<file path="src/rtl/framer_irq_pkg.sv">
package framer_irq_pkg;

   localparam int ADDR_W = 2;

   typedef enum logic [ADDR_W-1:0] {
      REG_STAT  = 2'd0,
      REG_IND   = 2'd1,
      REG_EN    = 2'd2,
      REG_SPARE = 2'd3
   } reg_sel_e;

endpackage

</file>
<file path="src/rtl/fic_src_cell.sv">
module fic_src_cell #(
   parameter bit IS_LEVEL = 1'b0
) (
   input  logic clk,
   input  logic rst_n,
   input  logic src_i,
   input  logic clr_i,
   output logic stat_o,
   output logic ind_o
);

   logic set_w;
   logic ind_q;

   generate
      if (IS_LEVEL) begin : g_level
         logic stat_q;
         always_ff @(posedge clk or negedge rst_n) begin
            if (!rst_n) stat_q <= 1'b0;
            else        stat_q <= src_i;
         end
         // any difference between the live level and its stored status is an edge
         assign set_w  = src_i ^ stat_q;
         assign stat_o = stat_q;
      end else begin : g_event
         assign set_w  = src_i;
         assign stat_o = 1'b0;
      end
   endgenerate

   // a new event outranks a host clear in the same cycle
   always_ff @(posedge clk or negedge rst_n) begin
      if (!rst_n) ind_q <= 1'b0;
      else        ind_q <= set_w | (ind_q & ~clr_i);
   end

   assign ind_o = ind_q;

endmodule

</file>
<file path="src/rtl/fic_host_port.sv">
module fic_host_port
   import framer_irq_pkg::*;
#(
   parameter int NUM_SRC = 10,
   parameter int DATA_W  = 16
) (
   input  logic              clk,
   input  logic              rst_n,
   input  logic              wr_en_i,
   input  logic [ADDR_W-1:0] addr_i,
   input  logic [DATA_W-1:0] wr_data_i,
   input  logic [NUM_SRC-1:0] stat_i,
   input  logic [NUM_SRC-1:0] ind_i,
   output logic [NUM_SRC-1:0] clr_o,
   output logic [NUM_SRC-1:0] en_o,
   output logic [DATA_W-1:0]  rd_data_o
);

   reg_sel_e          sel;
   logic [NUM_SRC-1:0] en_q;
   logic [NUM_SRC-1:0] wr_bits;

   assign sel     = reg_sel_e'(addr_i);
   assign wr_bits = wr_data_i[NUM_SRC-1:0];

   generate
      if (DATA_W > NUM_SRC) begin : g_hi
         logic unused_wr_hi;
         assign unused_wr_hi = ^wr_data_i[DATA_W-1:NUM_SRC];
      end
   endgenerate

   assign clr_o = (wr_en_i && (sel == REG_IND)) ? wr_bits : '0;

   always_ff @(posedge clk or negedge rst_n) begin
      if (!rst_n)                           en_q <= '0;
      else if (wr_en_i && (sel == REG_EN))  en_q <= wr_bits;
   end

   assign en_o = en_q;

   always_comb begin
      rd_data_o = '0;
      unique case (sel)
         REG_STAT:  rd_data_o[NUM_SRC-1:0] = stat_i;
         REG_IND:   rd_data_o[NUM_SRC-1:0] = ind_i;
         REG_EN:    rd_data_o[NUM_SRC-1:0] = en_q;
         REG_SPARE: rd_data_o = '0;
         default:   rd_data_o = '0;
      endcase
   end

endmodule

</file>
<file path="src/rtl/fic_irq_gen.sv">
module fic_irq_gen #(
   parameter int NUM_SRC = 10
) (
   input  logic               clk,
   input  logic               rst_n,
   input  logic [NUM_SRC-1:0] ind_i,
   input  logic [NUM_SRC-1:0] en_i,
   output logic               irq_o
);

   logic irq_q;

   always_ff @(posedge clk or negedge rst_n) begin
      if (!rst_n) irq_q <= 1'b0;
      else        irq_q <= |(ind_i & en_i);
   end

   assign irq_o = irq_q;

endmodule

</file>
<file path="src/rtl/framer_irq_ctrl.sv">
module framer_irq_ctrl
   import framer_irq_pkg::*;
#(
   parameter int NUM_SRC   = 10,
   parameter int NUM_LEVEL = 1,
   parameter int DATA_W    = 16
) (
   input  logic               clk,
   input  logic               rst_n,
   input  logic [NUM_SRC-1:0] src_i,
   input  logic               wr_en_i,
   input  logic [ADDR_W-1:0]  addr_i,
   input  logic [DATA_W-1:0]  wr_data_i,
   output logic [DATA_W-1:0]  rd_data_o,
   output logic               irq_o
);

   generate
      if (NUM_SRC < 1) begin : g_bad_src
         $error("framer_irq_ctrl: NUM_SRC must be at least 1");
      end
      if (NUM_SRC > DATA_W) begin : g_bad_width
         $error("framer_irq_ctrl: DATA_W must hold NUM_SRC bits");
      end
      if (NUM_LEVEL < 0 || NUM_LEVEL > NUM_SRC) begin : g_bad_level
         $error("framer_irq_ctrl: NUM_LEVEL out of range");
      end
   endgenerate

   logic [NUM_SRC-1:0] stat_vec;
   logic [NUM_SRC-1:0] ind_vec;
   logic [NUM_SRC-1:0] en_vec;
   logic [NUM_SRC-1:0] clr_vec;

   generate
      for (genvar k = 0; k < NUM_SRC; k++) begin : g_src
         fic_src_cell #(
            .IS_LEVEL(k < NUM_LEVEL)
         ) u_cell (
            .clk    (clk),
            .rst_n  (rst_n),
            .src_i  (src_i[k]),
            .clr_i  (clr_vec[k]),
            .stat_o (stat_vec[k]),
            .ind_o  (ind_vec[k])
         );
      end
   endgenerate

   fic_host_port #(
      .NUM_SRC (NUM_SRC),
      .DATA_W  (DATA_W)
   ) u_host (
      .clk       (clk),
      .rst_n     (rst_n),
      .wr_en_i   (wr_en_i),
      .addr_i    (addr_i),
      .wr_data_i (wr_data_i),
      .stat_i    (stat_vec),
      .ind_i     (ind_vec),
      .clr_o     (clr_vec),
      .en_o      (en_vec),
      .rd_data_o (rd_data_o)
   );

   fic_irq_gen #(
      .NUM_SRC (NUM_SRC)
   ) u_irq (
      .clk   (clk),
      .rst_n (rst_n),
      .ind_i (ind_vec),
      .en_i  (en_vec),
      .irq_o (irq_o)
   );

endmodule

</file>
<file path="config.mk">
export PLATFORM = sky130hd
export DESIGN_NAME = framer_irq_ctrl
export DESIGN_NICKNAME = d
export VERILOG_FILES = /design/src/rtl/framer_irq_pkg.sv /design/src/rtl/fic_src_cell.sv /design/src/rtl/fic_host_port.sv /design/src/rtl/fic_irq_gen.sv /design/src/rtl/framer_irq_ctrl.sv
export SDC_FILE = /design/constraint.sdc
export NUM_CORES = 1
export LEC_CHECK = 0
export BUFFER_PORTS_ARGS = -buffer_cell sky130_fd_sc_hd__buf_2
export CORE_MARGIN = 2
export CORE_UTILIZATION = 49
export CTS_CLUSTER_DIAMETER = 120
export DETAILED_ROUTE_END_ITERATION = 12
export GPL_TIMING_DRIVEN = 1
export HOLD_SLACK_MARGIN = 0.03
export PLACE_DENSITY = 0.9
export SYNTH_ARGS = -nofsm -noshare
export SYNTH_HDL_FRONTEND = slang
export SYNTH_SLANG_ARGS = --single-unit
</file>
<file path="constraint.sdc">
create_clock -name clk -period 2.7 [get_ports clk]
set_clock_uncertainty 0.05 [all_clocks]
set_input_delay 0.54 -clock clk [delete_from_list [all_inputs] [get_ports clk]]
set_output_delay 0.54 -clock clk [all_outputs]
set_load 0.02 [all_outputs]
</file>
* After elaboration in Yosys (flattened, before gate mapping)
Cells that the tools add are included.
** Storage, ports and cells
- Register bits :: 22
- Latch bits :: 0
- Bits in writable memories :: 0
- Bits in read-only memories :: 0
- Input bits :: 31
- Output and inout bits :: 17
- Word-level logic and storage cells :: 54
- Memories :: 0
** Operators by class
- Add/sub/neg operators :: 0
- Multiply operators :: 0
- Divide/modulo/power cells :: 0
- Order comparisons :: 0
- Eq/ne operators :: 3
- Shifts and indexed selects :: 0
- Mux-type cells :: 2
- Bitwise gates (word level) :: 32
- Reduce and logical (&&, ||, !) cells :: 4
** Operators by type and width (number)
- $pmux 10 s4 :: 1
- $and 1x1->1 :: 10
- $and 10x10->10 :: 1
- $mux 10 :: 1
- $not 1->1 :: 10
- $or 1x1->1 :: 10
- $reduce_or 10->1 :: 1
- $eq 2x2->1 const B :: 2
- $eq 2x1->1 const B :: 1
- $logic_and 1x1->1 :: 2
- $logic_not 2->1 :: 1
- $xor 1x1->1 :: 1

* Depth between registers and ports, before layout
- Depth after elaboration :: 6
- Mapped depth :: 4
- Gate-level depth less buffers :: 3

* Cells and area by module
From an unflattened synthesis, not the netlist that was laid out.
** Unflattened totals
- Cells, all modules :: 122
- Area, all modules :: 1341.3 sq um
** Modules (own cells, without submodules)
- fic_host_port :: instances 1, cells each 65, area each 768.2 sq um, seq. area each 250.2 sq um
- fic_src_cell (g_src[1].u_cell ...) :: instances 9, cells each 5, area each 47.5 sq um, seq. area each 25.0 sq um
- fic_irq_gen :: instances 1, cells each 7, area each 77.6 sq um, seq. area each 25.0 sq um
- fic_src_cell (g_src[0].u_cell) :: instances 1, cells each 5, area each 67.6 sq um, seq. area each 50.0 sq um

* Least setup slack after synthesis
OpenSTA, ideal clock, no wires.
- Path type :: input-to-output
- From :: input addr_i[0]
- To :: output rd_data_o[0]
- Arrival :: 1.219 ns
- Required time :: 2.110 ns
- Path slack :: 0.891 ns
- Stages :: 4
- Path buffers :: 1
- Path through :: nor2b_1 -> clkbuf_1 -> nand2_1 -> o21ai_0
** On the way
- Longest elaborated chain between the ends :: 2
- Elaborated cells between the ends (all ways) :: 5
- Those cells by class :: eq/ne: 3; mux: 1; reduce/logical: 1
** Ends and longest elaborated chain
- start, declared :: RTL line framer_irq_ctrl.sv:12 : input logic [ADDR_W-1:0] addr_i,
- $eq 2x2->1, or another cell as far along :: RTL line fic_host_port.sv:44 : unique case (sel)
- $pmux 10 s4 * :: RTL line fic_host_port.sv:44
- end, declared :: RTL line framer_irq_ctrl.sv:14 : output logic [DATA_W-1:0] rd_data_o,
Mark *: on every way between the ends. The rest lies on a longest branch, timed or not.

* Worst setup path in the final report
- From :: input addr_i[0]
- To :: output rd_data_o[1]
The elaborated chain is that of the path after synthesis.

==> flow_summary.ini <==
[place]
port-buffer-count = 35
place_area_mm2 = 0.001247
gp_congestion = 0.7276

[sta]
worst_hold_slack_ps = 126.1
fin_tns_setup_ps = 0
finalCritPeriodShare_pct = 80.35
timing.fmax_mhz = 461.0
relSlewSlack_pct = 65.64
worstMarginPinSlew_ps = 515.4
finalSetupViolCount = 0
hold_violations = 0
period_minus_slack_ps = 2169
drv_slew = 0
rsz0062_at_grt = false

[synthesis]
yosys-top-cells-count = dfrtp_1 (22), nand2_1 (11), a21o_1 (10), a22o_1 (10), mux2_4 (10)
ys_types = 20
yosys-top-cells-area = dfrtp_1 (51%), mux2_4 (14%), a22o_1 (8.1%)
yosysTopAreaCellShare_pct = 51.10
syn_avg_cell_area_um2 = 12.67
synth_compound_area_share_pct = 18.47
ys_seq_area_share_pct = 51.10
synth-seq-cells = 22
yosys.area.top_type = dfrtp_1
synth_area_mm2 = 0.001077
synth.most_common_cell = dfrtp_1
synth_xor_area_share_pct = 0.8130
synth_enable_flop_cells = 0
synth.mux.area_fraction_pct = 14.87
synth_cells = 85
async_reset_ff_share_pct = 100.0
synth-main-ff-cell = dfrtp_1
synth_simple_gate_area_share_pct = 8.362
yosysWarnings = 0
synthAdderAreaFrac_pct = 0
synth_top_family_by_area = compound AO/OA/AOI/OAI gates

[floorplan]
die_w_um = 50.89
fp-row-count = 16
initial_core_util_pct = 53.28
die_h_um = 50.89
pin_count = 48
coreArea_mm2 = 0.002022
die_area_mm2 = 0.002590

[pwr]
netSwitchingFraction_pct = 28.43
internal_power_w = 0.0005053
power_frac_clock_pct = 20.4
power_density_mw_per_mm2 = 555.9
p_sw_w = 0.0002007
pwr-share-seq_pct = 55.7
leakagePower_nw = 0.6202
vdd_drop_max_v = 0.0003501
comb_power_share_pct = 23.9

[grt]
grt_pass1_vias = 801
grtUsageTotal_pct = 18.74
overflow = 0
grt_pass1_wl_mm = 3.519
grt_antenna_before_repair = 0
grt_max_degree = 23

[detailed_routing]
route.vias.total = 791
antenna_left = 0
route.top_layer_used = met4
wl_met1_um = 960
dr_wl_met2_mm = 1.056
wl_mm = 2.200
avgViaCountPerCell = 5.381
drtIter0Drc = 8
wire_per_inst_um = 14.97
wl_met3_um = 159
drc = 0
first_pass_iters = 4

[worst_setup_path]
worst-endpoint-arrival_ps = 1580
crit_chain = buf_2 > and2b_1 > a22o_1 > buf_2
max_stage_delay_ps = 520
cp_slowest_cell = and2b_1
cp_top_family = simple AND/OR/NAND/NOR gates
crit_path_end_kind = output pin
crit_path_max_fanout = 10
cp.required_ps = 2110
worstSetupPathType = input pin to output pin
crit_buf_inv = 2
crit_path_start_kind = input pin
crit_top_cell = buf_2

[clock_network]
cts-root-buf = clkbuf_4
ctsResizeCount = 0
clk_path_buf_depth = 2
htreeDepth = 1
cts_tree = built
clkTransAtPathRegs_ps = 110
cts_made_buffers = 3
hold_buffers = 0
clock-sinks = 22
clk_latency_ps = 300
cts_setup_buffers = 0

[final_layout]
antenna_cells = 0
drive_above_1_share_pct = 41.67
design_area_mm2 = 0.001270
fin_nets = 153
areaGrowthSynthToFinish_pct = 17.89

[run]
maxCapViolCount = 0

[run_status]
status = finished clean

[worst_hold_path]
worstHoldPathType = input pin to async pin
## metal layers
metal	up-vias	GRT usage, %
li1	364	-
met1	389	23.05
met2	33	29.17
met3	5	6.140
met4	0	10.36
met5	-	0
## cells in the final DEF (no fill, tap or decap)
| master | count |
|---|---|
| a21o_1 | 10 |
| a221oi_1 | 1 |
| a22o_1 | 10 |
| a22oi_1 | 3 |
| and2b_1 | 1 |
| and3b_1 | 1 |
| buf_2 | 35 |
| buf_4 | 1 |
| clkbuf_4 | 3 |
| conb_1 | 6 |
| dfrtp_1 | 22 |
| mux2_4 | 10 |
| mux2i_1 | 1 |
| nand2_1 | 11 |
| nand2_8 | 1 |
| nand4_1 | 1 |
| nor2b_1 | 1 |
| o21ai_0 | 1 |
| xor2_1 | 1 |
## state kept, by name (all words and copies together) (netlist names)
name	count
u_host.en_o	10
u_irq.irq_o	1
g_src.u_cell.stat_o	1
g_src.u_cell.ind_o	10
## kinds of logic (layout without fill, tap and decap cells)
family          after synthesis  after routing
compound gates               25             25
flops                        22             22
mux                          11             11
buf+inv                       9             39
other cells                   1              6
simple gates                 16             16
xor+xnor                      1              1
## path summary, 6_finish.rpt
kind,slack [ps],end,from,cells past startpoint
worst max-delay path,530,rd_data_o[1],addr_i[0],4
worst min-delay path,130,g_src[4].u_cell.ind_o$_DFF_PN0_,rst_n,1
worst max register to register,1520,u_irq.irq_o$_DFF_PN0_,g_src[4].u_cell.ind_o$_DFF_PN0_,3
worst min register to register,470,g_src[5].u_cell.ind_o$_DFF_PN0_,g_src[5].u_cell.ind_o$_DFF_PN0_,1
max in group asynchronous,2150,g_src[8].u_cell.ind_o$_DFF_PN0_,rst_n,1
min in group clk,320,g_src[0].u_cell.stat_o$_DFF_PN0_,src_i[0],1
## per-stage QoR
| stage | std cells | utilization [%] | power (W) | setup WS (ps) |
|---|---|---|---|---|
| after floorplan | 90 | - | 0.0005159 | 891.1 |
| after CTS | 147 | 62.81 | 0.0007129 | 530.9 |
| after detailed placement | 144 | 61.70 | 0.0005676 | 535.9 |
| after global placement | 144 | 61.70 | 0.0005610 | 547.0 |
| final | 147 | 62.81 | 0.0007060 | 530.6 |
| after global routing | 147 | 62.81 | 0.0007458 | 495.4 |
## power by group through the flow
stage	combinational (W)	clock, W	sequential, W
CTS	0.000170	0.000150	0.000393
finish	0.000169	0.000144	0.000393
global placement	0.000164	0	0.000397
global route	0.000182	0.000166	0.000398
floorplan	0.000125	0	0.000391
detailed placement	0.000168	0	0.000399
## area by class of cell
type                    instances  area (um2)
clock buffers                   3       22.52
fillers                       168       752.0
multi-input cells              59       480.5
flip-flops and latches         22       550.5
well taps                      27       33.78
repair buffers                 36       182.7
## worst reg2reg max path, stage by stage (launching register included)
cell,delay (ps)
dfrtp_1,410
a22o_1,240
a221oi_1,240
nand4_1,130
Note: power is estimated with default switching activity, not from simulation.
